$ cat src/rtl/fp_add_pipe4.sv
module fp_add_pipe4 #(
  parameter int EXP_W = 8,
  parameter int MAN_W = 23
) (
  input  logic                   clk,
  input  logic                   rst_n,
  input  logic                   in_valid,
  input  logic [EXP_W+MAN_W:0]   in_a,
  input  logic [EXP_W+MAN_W:0]   in_b,
  output logic                   out_valid,
  output logic [EXP_W+MAN_W:0]   out_sum
);
  localparam int W   = 1 + EXP_W + MAN_W;
  localparam int LZW = $clog2(MAN_W + 2);

  // stage 1: exponent compare and operand ordering
  logic             a_ge;
  logic [W-1:0]     big, sml;
  assign a_ge = in_a[W-2:0] >= in_b[W-2:0];
  assign big  = a_ge ? in_a : in_b;
  assign sml  = a_ge ? in_b : in_a;

  logic             v1, s1_sign, s1_sub;
  logic [EXP_W-1:0] s1_exp, s1_diff;
  logic [MAN_W:0]   s1_mb, s1_ms;

  always_ff @(posedge clk or negedge rst_n)
    if (!rst_n) v1 <= 1'b0;
    else        v1 <= in_valid;

  always_ff @(posedge clk) begin
    s1_sign <= big[W-1];
    s1_sub  <= big[W-1] ^ sml[W-1];
    s1_exp  <= big[W-2:MAN_W];
    s1_diff <= big[W-2:MAN_W] - sml[W-2:MAN_W];
    s1_mb   <= {1'b1, big[MAN_W-1:0]};
    s1_ms   <= {1'b1, sml[MAN_W-1:0]};
  end

  // stage 2: mantissa alignment
  logic [MAN_W:0]   al;
  assign al = (s1_diff > EXP_W'(MAN_W)) ? '0 : (s1_ms >> s1_diff);

  logic             v2, s2_sign, s2_sub;
  logic [EXP_W-1:0] s2_exp;
  logic [MAN_W:0]   s2_mb, s2_al;

  always_ff @(posedge clk or negedge rst_n)
    if (!rst_n) v2 <= 1'b0;
    else        v2 <= v1;

  always_ff @(posedge clk) begin
    s2_sign <= s1_sign;
    s2_sub  <= s1_sub;
    s2_exp  <= s1_exp;
    s2_mb   <= s1_mb;
    s2_al   <= al;
  end

  // stage 3: mantissa add or subtract
  logic             v3, s3_sign;
  logic [EXP_W-1:0] s3_exp;
  logic [MAN_W+1:0] s3_sum;

  always_ff @(posedge clk or negedge rst_n)
    if (!rst_n) v3 <= 1'b0;
    else        v3 <= v2;

  always_ff @(posedge clk) begin
    s3_sign <= s2_sign;
    s3_exp  <= s2_exp;
    s3_sum  <= s2_sub ? ({1'b0, s2_mb} - {1'b0, s2_al})
                      : ({1'b0, s2_mb} + {1'b0, s2_al});
  end

  // stage 4: normalization
  logic [LZW-1:0]   lz;
  logic             seen;
  always_comb begin
    lz   = '0;
    seen = 1'b0;
    for (int i = MAN_W; i >= 0; i--) begin
      if (s3_sum[i]) seen = 1'b1;
      else if (!seen) lz = lz + 1'b1;
    end
  end

  logic [MAN_W-1:0] norm;
  logic             under;
  logic [W-1:0]     res;
  assign norm  = s3_sum[MAN_W-1:0] << lz;
  assign under = ({{LZW{1'b0}}, s3_exp} <= {{EXP_W{1'b0}}, lz});

  always_comb begin
    if (s3_sum[MAN_W+1])
      res = {s3_sign, s3_exp + 1'b1, s3_sum[MAN_W:1]};
    else if (s3_sum == '0 || under)
      res = '0;
    else
      res = {s3_sign, s3_exp - EXP_W'(lz), norm};
  end

  always_ff @(posedge clk or negedge rst_n)
    if (!rst_n) out_valid <= 1'b0;
    else        out_valid <= v3;

  always_ff @(posedge clk) out_sum <= res;
endmodule

$ cat config.mk
export PLATFORM = sky130hd
export DESIGN_NAME = fp_add_pipe4
export DESIGN_NICKNAME = d
export VERILOG_FILES = /design/src/rtl/fp_add_pipe4.sv
export SDC_FILE = /design/constraint.sdc
export NUM_CORES = 1
export LEC_CHECK = 0
export BUFFER_PORTS_ARGS = -buffer_cell sky130_fd_sc_hd__buf_2
export CORE_MARGIN = 1
export CORE_UTILIZATION = 35
export CTS_BUF_LIST = sky130_fd_sc_hd__clkbuf_4 sky130_fd_sc_hd__clkbuf_8
export DETAILED_ROUTE_END_ITERATION = 16
export PLACE_DENSITY = 0.5
export REMOVE_ABC_BUFFERS = 1
export SETUP_SLACK_MARGIN = 0.3
export SYNTH_ARGS = -nofsm -noshare
export SYNTH_HDL_FRONTEND = slang
export SYNTH_SLANG_ARGS = --single-unit
$ cat constraint.sdc
create_clock -name clk -period 14 [get_ports clk]
set_clock_uncertainty 0.15 [all_clocks]
set_input_delay 2.8 -clock clk [delete_from_list [all_inputs] [get_ports clk]]
set_output_delay 2.8 -clock clk [all_outputs]
set_load 0.05 [all_outputs]
==> run_results.csv <==
group,metric,value,unit
floorplanning,start_util,35.44,%
floorplanning,io-pin-count,100,
finish,nets,1710,
timing,maxSlewHeadroom,27.56,%
place,gp_routability_congestion,0.8951,
timing,fmaxAchievable,77.28,MHz
place,place_hpwl,25820,um
power,pwr-share-comb,60.4,%
timing,report.final.slew_viol_count,0,
power,seq_power_share,27.2,%
floorplanning,core.rowCount,69,
clock_tree,cts_htree_levels,4,
clock_tree,cts_tree,"yes",
floorplanning,dieHeight,191.6,um
setup_path,worst_r2r_path_depth,70,
drt,number_of_remaining_drc_errors,0,
setup_path,crit_end,"out_sum[0]",
clock_tree,cts.sink_count,191,
power,net-switching-power,0.001517,W
power,pwr_density_cell,220.1,mW/mm^2
global_routing,grt_overflow,0,
min_path,min-delay-start,"s1_mb[18]",
global_routing,number_of_global_route_vias_before_repair,10120,
finish,layout-area-overhead-vs-synth,12.43,%
setup_path,cp_data_required_time,14.27,ns
setup_path,worst-r2r-setup-slack,1.06,ns
yosys,ys_types,93,
run,cap_violations,0,
drt,post_drt_via_cell_ratio,5.175,
drt,drt_first_pass_iters,5,
timing,finalWorstPathRequiredPeriod,12.94,ns
setup_path,critical-path-max-stage-delay,0.44,ns
yosys,netlist_instances,1491,
timing,setup_viol,0,
setup_path,timing.setup.critical_path_class,"reg2reg",
place,placed_cells,1989,
global_routing,grt_max_degree,70,
yosys,yosysWarnings,0,
clock_tree,tritoncts.num_buffers,17,
drt,wl_per_cell,16.22,um
min_path,worst_hold_path_type,"reg2reg",
finish,mostFrequentLayoutCells,"sky130_fd_sc_hd__dfxtp_1, sky130_fd_sc_hd__nand2_1, sky130_fd_sc_hd__nor2_1",
setup_path,critical_path.startpoint_type,"register",
clock_tree,cts-root-to-sink-buffers,2,
yosys,syn-mean-instance-area,8.434,um^2
setup_path,startpoint_of_the_lowest_slack_register_to_register_path,"s3_sum[22]",
setup_path,crit_top_cell,"sky130_fd_sc_hd__ha_1",
clock_tree,cts.root.buffer_cell,"sky130_fd_sc_hd__clkbuf_8",
drt,detail_route.iter0.violations,684,
drt,vias,10520,
finish,n_fill_cell,3635,
global_routing,grt_use_total,18.24,%
yosys,ys_seq_elements,191,
setup_path,timing.critical_path.from,"s3_sum[22]",
power,power_report.internal_total,0.001595,W
power,p_clk_share,12.4,%
global_routing,grt_first_pass_wirelength,52550,um
yosys,number_of_synthesized_flops_with_an_enable_pin,0,
timing,grt_setup_unrepaired,"false",
finish,antennaDiodeCount,0,
floorplanning,die-width,191.6,um
clock_tree,clk_pin_slew,0.11,ns
clock_tree,worstSkewPairLatency,0.49,ns
floorplanning,floorplan.die_area,0.03669,mm^2
timing,timing_worst_slew_pin_value,1.085,ns
floorplanning,core_area,0.03548,mm^2
setup_path,worstSetupEndpointType,"register",
timing,finalHoldViolations,0,
setup_path,r2r-end,"out_sum[0]",
timing,timing.setup.tns,0,ns
power,swShare,48.74,%
setup_path,slowest_cell_on_crit_path,"sky130_fd_sc_hd__or3b_4",
finish,layout_commonest_cell,"sky130_fd_sc_hd__dfxtp_1",
finish,final_cells,2032,
setup_path,timing.critical_path.fanout_max,7,
drt,drt_wl_total,32950,um
yosys,async_set_or_reset_register_ratio_after_synthesis,2.094,%
yosys,ys.flop_type,"sky130_fd_sc_hd__dfxtp_1",
power,vdd_drop_max,120.2,uV
yosys,synth_seq_area_share,30.56,%
global_routing,grt_antenna_before_repair,0,
timing,whs,0.1773,ns
yosys,syn-cell-area,0.01258,mm^2
finish,post_route_cells_drive_above_1_share,17.95,%
setup_path,arrival,13.21,ns
place,io_buffers,99,
power,p_leak,6.025,nW
timing,final.period_utilization,92.43,%
run_status,outcome,"finished clean",
drt,drt.antenna.violating_nets,0,
logic make-up (layout without fill, tap and decap cells):
group	count (synthesis)	count (layout)	share of synthesized area, %
simple gates	483	483	18.97
compound gates	356	356	18.50
flops	191	191	30.56
buf+inv	159	239	4.994
mux	121	121	11.31
xor+xnor	92	92	6.766
fa+ha+maj	89	89	8.895
cell usage after synthesis (5+ instances only):
| library cell | instances | area, um^2 |
|---|---|---|
| sky130_fd_sc_hd__dfxtp_1 | 187 | 3744 |
| sky130_fd_sc_hd__nand2_1 | 133 | 499.2 |
| sky130_fd_sc_hd__nor2_1 | 127 | 476.7 |
| sky130_fd_sc_hd__o21ai_0 | 97 | 485.5 |
| sky130_fd_sc_hd__a21oi_1 | 86 | 430.4 |
| sky130_fd_sc_hd__inv_1 | 84 | 315.3 |
| sky130_fd_sc_hd__ha_1 | 83 | 1039 |
| sky130_fd_sc_hd__mux2i_1 | 65 | 650.6 |
| sky130_fd_sc_hd__xnor2_1 | 63 | 551.8 |
| sky130_fd_sc_hd__clkbuf_1 | 54 | 202.7 |
| sky130_fd_sc_hd__mux2_2 | 42 | 473.0 |
| sky130_fd_sc_hd__nor3_1 | 40 | 200.2 |
| sky130_fd_sc_hd__nand3_1 | 31 | 155.2 |
| sky130_fd_sc_hd__nand2b_1 | 25 | 156.4 |
| sky130_fd_sc_hd__xor2_1 | 25 | 219.0 |
| sky130_fd_sc_hd__nor2b_1 | 24 | 150.1 |
| sky130_fd_sc_hd__and2_1 | 19 | 118.9 |
| sky130_fd_sc_hd__a31oi_1 | 18 | 112.6 |
| sky130_fd_sc_hd__a21o_1 | 16 | 120.1 |
| sky130_fd_sc_hd__a211oi_1 | 13 | 97.59 |
| sky130_fd_sc_hd__mux4_2 | 12 | 270.3 |
| sky130_fd_sc_hd__o22ai_1 | 12 | 75.07 |
| sky130_fd_sc_hd__and3_1 | 11 | 68.82 |
| sky130_fd_sc_hd__buf_2 | 10 | 50.05 |
| sky130_fd_sc_hd__nand4_1 | 10 | 62.56 |
| sky130_fd_sc_hd__o22a_1 | 10 | 87.58 |
| sky130_fd_sc_hd__or3_1 | 10 | 62.56 |
| sky130_fd_sc_hd__a21boi_0 | 9 | 67.56 |
| sky130_fd_sc_hd__a22o_1 | 9 | 78.83 |
| sky130_fd_sc_hd__nor4_1 | 9 | 56.30 |
| sky130_fd_sc_hd__o211ai_1 | 9 | 67.56 |
| sky130_fd_sc_hd__o21a_1 | 9 | 67.56 |
| sky130_fd_sc_hd__o21ai_1 | 7 | 35.03 |
| sky130_fd_sc_hd__a211o_1 | 6 | 52.55 |
| sky130_fd_sc_hd__buf_1 | 6 | 22.52 |
| sky130_fd_sc_hd__nand3b_1 | 6 | 45.04 |
| sky130_fd_sc_hd__or2_2 | 6 | 37.54 |
| sky130_fd_sc_hd__a311oi_1 | 5 | 43.79 |
| sky130_fd_sc_hd__o31ai_1 | 5 | 37.54 |
| sky130_fd_sc_hd__or4_1 | 5 | 37.54 |
power groups by stage:
stage               sequential [W]  clock, W  combinational (W)
floorplan                 0.000966         0            0.00120
global placement          0.000854         0            0.00177
detailed placement        0.000854         0            0.00178
CTS                       0.000844  0.000405            0.00179
global route              0.000868  0.000427            0.00208
finish                    0.000847  0.000387            0.00188
through the flow:
stage	utilization, %	cell area [um^2]	setup slack [ns]	power, W
final	39.85	14140	1.059	0.003112
after detailed placement	37.91	13450	0.06500	0.002632
after floorplan	-	12270	-0.5045	0.002166
after CTS	39.24	13920	0.3389	0.003044
after global routing	39.85	14140	0.1553	0.003372
after global placement	37.91	13450	0.4648	0.002621
worst min-delay path by stage:
stage,end,depth (start not counted)
final,s2_mb[18],0
after global routing,s2_mb[8],0
after CTS,s2_mb[18],0
after detailed placement,s2_exp[2],0
after global placement,s2_mb[3],0
after floorplan,s2_exp[0],0
critical path, delay by kind of cell, from the launching register on:
kind	cells	cell delay [ns]
AO/OA/AOI/OAI	26	3.61
XOR/XNOR	2	0.46
adder cells (fa/ha/maj)	14	3.98
buffers and inverters	4	0.34
flip-flops	1	0.40
multiplexers	4	0.88
AND/OR/NAND/NOR	20	3.01
registers in the layout, summed over array words and instances, names as in the netlist, 8 cells and up:
register,flops
out_sum,32
s2_exp,8
s1_exp,8
s1_diff,8
s2_al,24
s1_mb,23
s3_sum,25
s1_ms,23
s2_mb,23
s3_exp,8
layer usage:
metal,vias up,global-route usage [%],wire (um)
li1,5429,-,-
met1,4837,24.26,15810
met2,220,29.77,15230
met3,30,3.029,1203
met4,0,6.074,714
met5,-,0,0
what timing repair did:
action | in CTS | in global routing
resized for setup | 8 | 30
pin swaps | 0 | 17
hold buffers | 0 | 0
setup endpoints to repair | 26 | 32
setup buffers | 0 | 11
layout make-up:
type                    count  area, um^2  share of cell area, %
repair buffers            122       668.1                  4.726
inverters                  85       321.6                  2.274
clock inverters            14       188.9                  1.336
flip-flops and latches    191        3850                  27.23
well taps                 461       576.8                  4.080
multi-input cells        1141        8285                  58.60
clock buffers              18       247.7                  1.752
No activity file was read; power rests on OpenSTA's default activity.
